===== config.mk =====
export PLATFORM = sky130hd
export DESIGN_NAME = nand_erase_seq
export DESIGN_NICKNAME = d
export VERILOG_FILES = /design/src/rtl/nes_pkg.sv /design/src/rtl/nes_limit.sv /design/src/rtl/nes_strobe.sv /design/src/rtl/nand_erase_seq.sv
export SDC_FILE = /design/constraint.sdc
export NUM_CORES = 1
export LEC_CHECK = 0
export BUFFER_PORTS_ARGS = -buffer_cell sky130_fd_sc_hd__buf_2
export CAP_MARGIN = 20
export CELL_PAD_IN_SITES_DETAIL_PLACEMENT = 0
export CELL_PAD_IN_SITES_GLOBAL_PLACEMENT = 1
export CORE_ASPECT_RATIO = 0.7
export CORE_MARGIN = 3
export CORE_UTILIZATION = 35
export DETAILED_ROUTE_END_ITERATION = 8
export GPL_TIMING_DRIVEN = 0
export PLACE_DENSITY = 0.72
export SYNTH_ARGS = -nofsm -noshare
export SYNTH_HDL_FRONTEND = slang
export SYNTH_SLANG_ARGS = --single-unit

===== constraint.sdc =====
create_clock -name clk -period 2.4 [get_ports clk]
set_input_delay 0.36 -clock clk [delete_from_list [all_inputs] [get_ports clk]]
set_output_delay 0.36 -clock clk [all_outputs]
set_load 0.02 [all_outputs]

===== src/rtl/nes_pkg.sv =====
package nes_pkg;
  localparam logic [7:0] OP_ERASE_SETUP = 8'h60;
  localparam logic [7:0] OP_ERASE_GO    = 8'hD0;
  localparam logic [7:0] OP_STATUS      = 8'h70;
  localparam logic [7:0] OP_RESET       = 8'hFF;
  localparam logic [7:0] ST_READY_MASK  = 8'h40;
  localparam logic [7:0] ST_FAIL_MASK   = 8'h01;

  typedef enum logic [1:0] {XF_CMD, XF_ADDR, XF_READ} xfer_t;

  typedef enum logic [2:0] {
    SQ_IDLE, SQ_SETUP, SQ_ADDR, SQ_CONFIRM,
    SQ_WAIT_RB, SQ_POLL_CMD, SQ_POLL_RD, SQ_RESET
  } seq_t;
endpackage


===== src/rtl/nes_limit.sv =====
module nes_limit #(
  parameter int LIMIT = 16
) (
  input  logic clk,
  input  logic rst,
  input  logic clr,
  input  logic inc,
  output logic last
);
  localparam int W = $clog2(LIMIT + 1);
  logic [W-1:0] cnt;

  always_ff @(posedge clk) begin
    if (rst || clr) cnt <= '0;
    else if (inc)   cnt <= cnt + 1'b1;
  end

  assign last = (cnt == W'(LIMIT - 1));

  // the counter never runs past its final value
  a_r7_cnt_bound: assert property (@(posedge clk) disable iff (rst)
    cnt < W'(LIMIT));
  a_r7_no_inc_at_last: assert property (@(posedge clk) disable iff (rst)
    (inc && !clr) |-> !last);
endmodule


===== src/rtl/nes_strobe.sv =====
module nes_strobe
  import nes_pkg::*;
#(
  parameter int PULSE_CLKS = 2
) (
  input  logic       clk,
  input  logic       rst,
  input  logic       go,
  input  xfer_t      kind,
  input  logic [7:0] byte_in,
  input  logic [7:0] io_in,
  output logic [7:0] io_out,
  output logic       io_oe,
  output logic       cle,
  output logic       ale,
  output logic       we_n,
  output logic       re_n,
  output logic       ack,
  output logic       rd_ready,
  output logic       rd_fail
);
  localparam int CW = $clog2(PULSE_CLKS + 1);
  typedef enum logic [1:0] {PH_IDLE, PH_LOW, PH_HOLD} phase_t;

  phase_t        ph;
  logic [CW-1:0] cnt;

  always_ff @(posedge clk) begin
    if (rst) begin
      ph       <= PH_IDLE;
      cnt      <= '0;
      io_out   <= '0;
      io_oe    <= 1'b0;
      cle      <= 1'b0;
      ale      <= 1'b0;
      we_n     <= 1'b1;
      re_n     <= 1'b1;
      ack      <= 1'b0;
      rd_ready <= 1'b0;
      rd_fail  <= 1'b0;
    end else begin
      ack <= 1'b0;
      case (ph)
        PH_IDLE: if (go) begin
          io_out <= byte_in;
          io_oe  <= (kind != XF_READ);
          cle    <= (kind == XF_CMD);
          ale    <= (kind == XF_ADDR);
          we_n   <= (kind == XF_READ);
          re_n   <= (kind != XF_READ);
          cnt    <= CW'(PULSE_CLKS - 1);
          ph     <= PH_LOW;
        end
        PH_LOW: begin
          if (cnt == '0) begin
            we_n <= 1'b1;
            re_n <= 1'b1;
            if (!re_n) begin
              rd_ready <= |(io_in & ST_READY_MASK);
              rd_fail  <= |(io_in & ST_FAIL_MASK);
            end
            ph <= PH_HOLD;
          end else begin
            cnt <= cnt - 1'b1;
          end
        end
        default: begin
          cle   <= 1'b0;
          ale   <= 1'b0;
          io_oe <= 1'b0;
          ack   <= 1'b1;
          ph    <= PH_IDLE;
        end
      endcase
    end
  end

  // command and address latches are exclusive
  a_r1_latch_excl: assert property (@(posedge clk) disable iff (rst)
    !(cle && ale));
  // bus content is frozen during a write pulse
  a_r3_bus_stable: assert property (@(posedge clk) disable iff (rst)
    (!we_n && $past(!we_n)) |-> ($stable(io_out) && $stable(cle) && $stable(ale)));
  // never both strobes active
  a_r3_one_strobe: assert property (@(posedge clk) disable iff (rst)
    !(!we_n && !re_n));
  // a write rising edge always carries a driven, qualified byte
  a_r3_rise_valid: assert property (@(posedge clk) disable iff (rst)
    $rose(we_n) |-> (io_oe && (cle || ale)));
endmodule


===== src/rtl/nand_erase_seq.sv =====
module nand_erase_seq
  import nes_pkg::*;
#(
  parameter int BLK_W      = 11,
  parameter int PAGE_W     = 6,
  parameter int PULSE_CLKS = 2,
  parameter int MAX_POLLS  = 1000,
  parameter int RB_WAIT    = 256
) (
  input  logic             clk,
  input  logic             rst,
  input  logic             start,
  input  logic [BLK_W-1:0] blk_idx,
  input  logic             rst_req,
  input  logic             wp_n,
  input  logic             rb_n,
  input  logic [7:0]       io_in,
  output logic [7:0]       io_out,
  output logic             io_oe,
  output logic             cle,
  output logic             ale,
  output logic             we_n,
  output logic             re_n,
  output logic             done,
  output logic             fail,
  output logic             wp_rejected,
  output logic             busy
);
  localparam int ROW_W = 24;

  seq_t             st;
  logic             issued, rst_pend;
  logic [1:0]       addr_idx;
  logic [ROW_W-1:0] row_q;
  logic             go, ack, rd_ready, rd_fail;
  logic             hold, take_abort, byte_state;
  xfer_t            kind;
  logic [7:0]       xbyte;
  logic             rb_clr, rb_inc, rb_last;
  logic             poll_clr, poll_inc, poll_last;

  assign byte_state = (st == SQ_SETUP) || (st == SQ_ADDR) || (st == SQ_CONFIRM) ||
                      (st == SQ_POLL_CMD) || (st == SQ_POLL_RD) || (st == SQ_RESET);
  assign hold       = (rst_pend || rst_req) && (st != SQ_RESET);
  assign take_abort = hold && (!issued || ack);
  assign go         = byte_state && !issued && !hold;

  always_comb begin
    kind  = XF_CMD;
    xbyte = 8'h00;
    case (st)
      SQ_SETUP:    xbyte = OP_ERASE_SETUP;
      SQ_CONFIRM:  xbyte = OP_ERASE_GO;
      SQ_POLL_CMD: xbyte = OP_STATUS;
      SQ_RESET:    xbyte = OP_RESET;
      SQ_POLL_RD:  kind  = XF_READ;
      SQ_ADDR: begin
        kind = XF_ADDR;
        case (addr_idx)
          2'd0:    xbyte = row_q[7:0];
          2'd1:    xbyte = row_q[15:8];
          default: xbyte = row_q[23:16];
        endcase
      end
      default: ;
    endcase
  end

  assign rb_clr   = (st != SQ_WAIT_RB);
  assign rb_inc   = (st == SQ_WAIT_RB) && rb_n && !rb_last;
  assign poll_clr = (st == SQ_IDLE);
  assign poll_inc = (st == SQ_POLL_RD) && ack && !take_abort && !rd_ready && !poll_last;

  always_ff @(posedge clk) begin
    if (rst) begin
      st          <= SQ_IDLE;
      issued      <= 1'b0;
      rst_pend    <= 1'b0;
      addr_idx    <= '0;
      row_q       <= '0;
      done        <= 1'b0;
      fail        <= 1'b0;
      wp_rejected <= 1'b0;
      busy        <= 1'b0;
    end else begin
      done <= 1'b0;
      if (take_abort) begin
        st       <= SQ_RESET;
        issued   <= 1'b0;
        rst_pend <= 1'b0;
        busy     <= 1'b1;
      end else begin
        if (go) issued <= 1'b1;
        if (rst_req && st != SQ_RESET) rst_pend <= 1'b1;
        case (st)
          SQ_IDLE: if (start) begin
            if (!wp_n) begin
              done        <= 1'b1;
              fail        <= 1'b1;
              wp_rejected <= 1'b1;
            end else begin
              wp_rejected <= 1'b0;
              fail        <= 1'b0;
              busy        <= 1'b1;
              row_q       <= ROW_W'(blk_idx) << PAGE_W;
              addr_idx    <= '0;
              st          <= SQ_SETUP;
            end
          end
          SQ_SETUP: if (ack) begin
            issued <= 1'b0;
            st     <= SQ_ADDR;
          end
          SQ_ADDR: if (ack) begin
            issued <= 1'b0;
            if (addr_idx == 2'd2) st <= SQ_CONFIRM;
            else addr_idx <= addr_idx + 1'b1;
          end
          SQ_CONFIRM: if (ack) begin
            issued <= 1'b0;
            st     <= SQ_WAIT_RB;
          end
          SQ_WAIT_RB: if (!rb_n || rb_last) st <= SQ_POLL_CMD;
          SQ_POLL_CMD: if (ack) begin
            issued <= 1'b0;
            st     <= SQ_POLL_RD;
          end
          SQ_POLL_RD: if (ack) begin
            issued <= 1'b0;
            if (rd_ready || poll_last) begin
              done <= 1'b1;
              fail <= rd_ready ? rd_fail : 1'b1;
              busy <= 1'b0;
              st   <= SQ_IDLE;
            end else begin
              st <= SQ_POLL_CMD;
            end
          end
          SQ_RESET: if (ack) begin
            issued <= 1'b0;
            busy   <= 1'b0;
            st     <= SQ_IDLE;
          end
          default: st <= SQ_IDLE;
        endcase
      end
    end
  end

  nes_strobe #(.PULSE_CLKS(PULSE_CLKS)) u_strobe (
    .clk(clk), .rst(rst), .go(go), .kind(kind), .byte_in(xbyte), .io_in(io_in),
    .io_out(io_out), .io_oe(io_oe), .cle(cle), .ale(ale), .we_n(we_n), .re_n(re_n),
    .ack(ack), .rd_ready(rd_ready), .rd_fail(rd_fail)
  );

  nes_limit #(.LIMIT(RB_WAIT)) u_rb_wait (
    .clk(clk), .rst(rst), .clr(rb_clr), .inc(rb_inc), .last(rb_last)
  );

  nes_limit #(.LIMIT(MAX_POLLS)) u_poll_cnt (
    .clk(clk), .rst(rst), .clr(poll_clr), .inc(poll_inc), .last(poll_last)
  );

  // completion is a single-cycle pulse outside the busy window
  a_r10_single_done: assert property (@(posedge clk) disable iff (rst)
    done |=> !done);
  a_r10_done_not_busy: assert property (@(posedge clk) disable iff (rst)
    done |-> !busy);
  // a reset request never yields a completion pulse
  a_r9_abort_no_done: assert property (@(posedge clk) disable iff (rst)
    rst_req |=> !done);
  // a protected request is refused in the next cycle
  a_r8_wp_reject: assert property (@(posedge clk) disable iff (rst)
    (start && !wp_n && !busy && !rst_req) |=> (done && wp_rejected && fail));
endmodule


==> results.toml <==
[floorplan]
rows = 27
initial_utilization_pct = 36.8
core_sq_mm = 0.00801
die_y_um = 82.8
die_width_um = 116
io-pin-count = 42
die_area_sq_mm = 0.00957

[layout]
final_common_cell = "dfxtp_1"
num-nets-final = 432
diodes = 0
syn_to_final_growth_pct = 20.1
layout-drive-gt1-share_pct = 17.5
fin_util_pct = 44.2
final_cell_mix = "61 x dfxtp_1, 49 x nor2_1, 40 x buf_2, 31 x nand2_1, 24 x a21oi_1"

[synthesis]
yosysSeqAreaShare_pct = 41.5
syn_nets = 387
synthesis.area_sq_mm = 0.00295
synth_edf_count = 0
async_flop_share_pct = 0
synth_ff_type = "dfxtp_1"
yosys_warnings = 0
ys_ff_latch = 61
synthDistinctLibCells = 53
netlist_instances = 355
avgSynthCellArea_sq_um = 8.30

[clocking]
cts_root_buf = "clkbuf_16"
clkLatencyLatePin_ps = 330
cts.sinks = 61
cts-buffers-inserted = 9
h-tree-depth = 3
cts_tree = "yes"
clk_pin_slew_worst_paths_ps = 50
clk_path_buf_depth = 2

[power_and_ir_drop]
switching_share_pct = 30.6
ir_drop_uv = 435
power_frac_seq_pct = 37.7
power_leakage_nw = 1.46
power_frac_comb_pct = 22.2
p_int_mw = 2.06
powerDensity_mw_per_mm2 = 838
clkPwrFrac_pct = 40.2
p_switching_uw = 907

[timing]
slew_viol_final = 0
finClkSkew_ps = 5.20
fmax_mhz = 451
hold_violations = 0
rsz0062_at_grt = "no"
tightest_slew_ps = 712
tns_ps = 0
slew_headroom_pct = 52.0
fin_crit_ps = 2220
period_share_pct = 92.3
setup_viol = 0

[run]
cap_viol_max_count = 0

[critical_path]
worstReg2RegStart = "u_rb_wait.cnt[0]"
critPathArrivalTime_ps = 2460
crit_fanout = 4
crit_path_end_kind = "flop"
start_kind = "flop"
critPathKind = "flop to flop"
crit_required_ps = 2640
startpoint = "u_rb_wait.cnt[0]"

[worst_hold_path]
hold_start = "blk_idx[2]"
hp-class = "primary input to flop"

[route]
drt-initial-drc-count = 216
first_pass_iters = 5
routed_wl_um = 7700
via_count = 2618
wire_per_inst_um = 15.2
drc_errors = 0
vias_per_cell = 5.17
ant_nets = 0

[global_routing]
antenna_found_initial = 0
grt_pass1_wl_um = 12900
grt_overflow = 0
grt_max_degree = 11
grt_pass1_vias = 2492
track_usage_pct = 17.9

[run_status]
outcome = "finished clean"

[placed_design]
gp_congestion = 0.819
io_buffers = 34
hpwlAfterDp_um = 5570
==> worst max-delay path: stages (launching register included) <==
cell and delay, ps:
dfxtp_1 370, ha_2 230, and3_1 160, and3_1 160, ha_1 130, nor2b_1 80
a32oi_2 210, o21ai_1 130, or4_1 480, a31oi_1 180
==> cell usage after synthesis, types with 2 or more instances <==
cell       n  area [sq um]
a211oi_1   6          45.0
a21oi_1   24           120
a22oi_1    2          15.0
a311oi_1   2          17.5
a31oi_1    3          18.8
and2_1     3          18.8
and3_1    10          62.6
and4_1     2          17.5
buf_2      6          30.0
clkbuf_1  12          45.0
dfxtp_1   61          1220
ha_1       7          87.6
inv_1     11          41.3
mux2i_1   13           130
nand2_1   31           116
nand2b_1   3          18.8
nand3_1   15          75.1
nand3b_1   2          15.0
nand4_1    9          56.3
nor2_1    49           184
nor2b_1    6          37.5
nor3_1    14          70.1
nor3b_1    2          15.0
o21ai_0   13          65.1
o21bai_1   2          15.0
o31ai_1    2          15.0
or2_2      5          31.3
xor2_1    15           131
==> stage by stage <==
| stage | power, mW | std cells | area, sq um | worst slack [ps] | hold WS, ps |
|---|---|---|---|---|---|
| after floorplan | 1.59 | 355 | 2950 | 318 | 443 |
| after global placement | 1.77 | 490 | 3240 | 55.8 | 438 |
| after detailed placement | 1.77 | 490 | 3240 | 4.52 | 440 |
| after CTS | 2.98 | 505 | 3520 | 19.5 | 256 |
| after global routing | 3.14 | 506 | 3540 | 22.3 | 260 |
| final | 2.96 | 506 | 3540 | 185 | 269 |
==> repair_timing <==
action	4_1_cts	5_1_grt
endpoints found under the hold margin	0	0
endpoints found under the setup margin	4	8
hold buffers	0	0
resized for setup	1	3
buffers inserted	0	1
pin swaps	0	1
==> power by group through the flow <==
stage	Clock [mW]	Sequential [mW]	Combinational [mW]
2_1_floorplan	0	1.17	0.420
3_3_place_gp	0	1.14	0.636
3_5_place_dp	0	1.14	0.637
4_1_cts	1.22	1.12	0.645
5_1_grt	1.28	1.12	0.738
6_report	1.19	1.12	0.657
==> kinds of logic (layout without fill, tap and decap cells) <==
kind of cell / after synthesis / in the layout / share of synthesized area (%)
buf+inv: 31 / 81 / 4.59
compound gates: 66 / 66 / 14.1
flops: 61 / 61 / 41.5
fa+ha+maj: 7 / 7 / 2.97
simple gates: 161 / 161 / 27.7
mux: 13 / 13 / 4.42
xor+xnor: 16 / 16 / 4.76
==> per-layer routing <==
| layer | vias up | part of all wire [%] | GRT usage [%] |
|---|---|---|---|
| li1 | 1331 | - | - |
| met1 | 1205 | 53 | 26.2 |
| met2 | 76 | 39 | 24.1 |
| met3 | 6 | 7.7 | 5.97 |
| met4 | 0 | 0.86 | 6.26 |
| met5 | - | 0 | 0 |
==> cell type report <==
class | count | area, sq um
Fill cell | 813 | 4470
Multi-Input combinational cell | 263 | 1600
Sequential cell | 61 | 1220
Clock buffer | 12 | 256
Timing Repair Buffer | 35 | 178
Tap cell | 101 | 126
Buffer | 19 | 90.1
Inverter | 11 | 41.3
Clock inverter | 4 | 22.5
==> path summary, 6_finish.rpt <==
path / endpoint / cells past startpoint / slack [ps]
worst max-delay path: st[0] / 9 / 180
worst min-delay path: row_q[8] / 3 / 270
worst max register to register: st[0] / 9 / 180
worst min register to register: u_strobe.io_out[2] / 2 / 450
==> sequential cells by signal, indices dropped and copies added, names as in the netlist, 2 cells and up <==
name and cells:
u_poll_cnt.cnt 10, u_rb_wait.cnt 9, st 3, u_strobe.ph 2, u_strobe.io_out 8, addr_idx 2
row_q 11, u_strobe.cnt 2
Power figures use the tool's default switching activity.
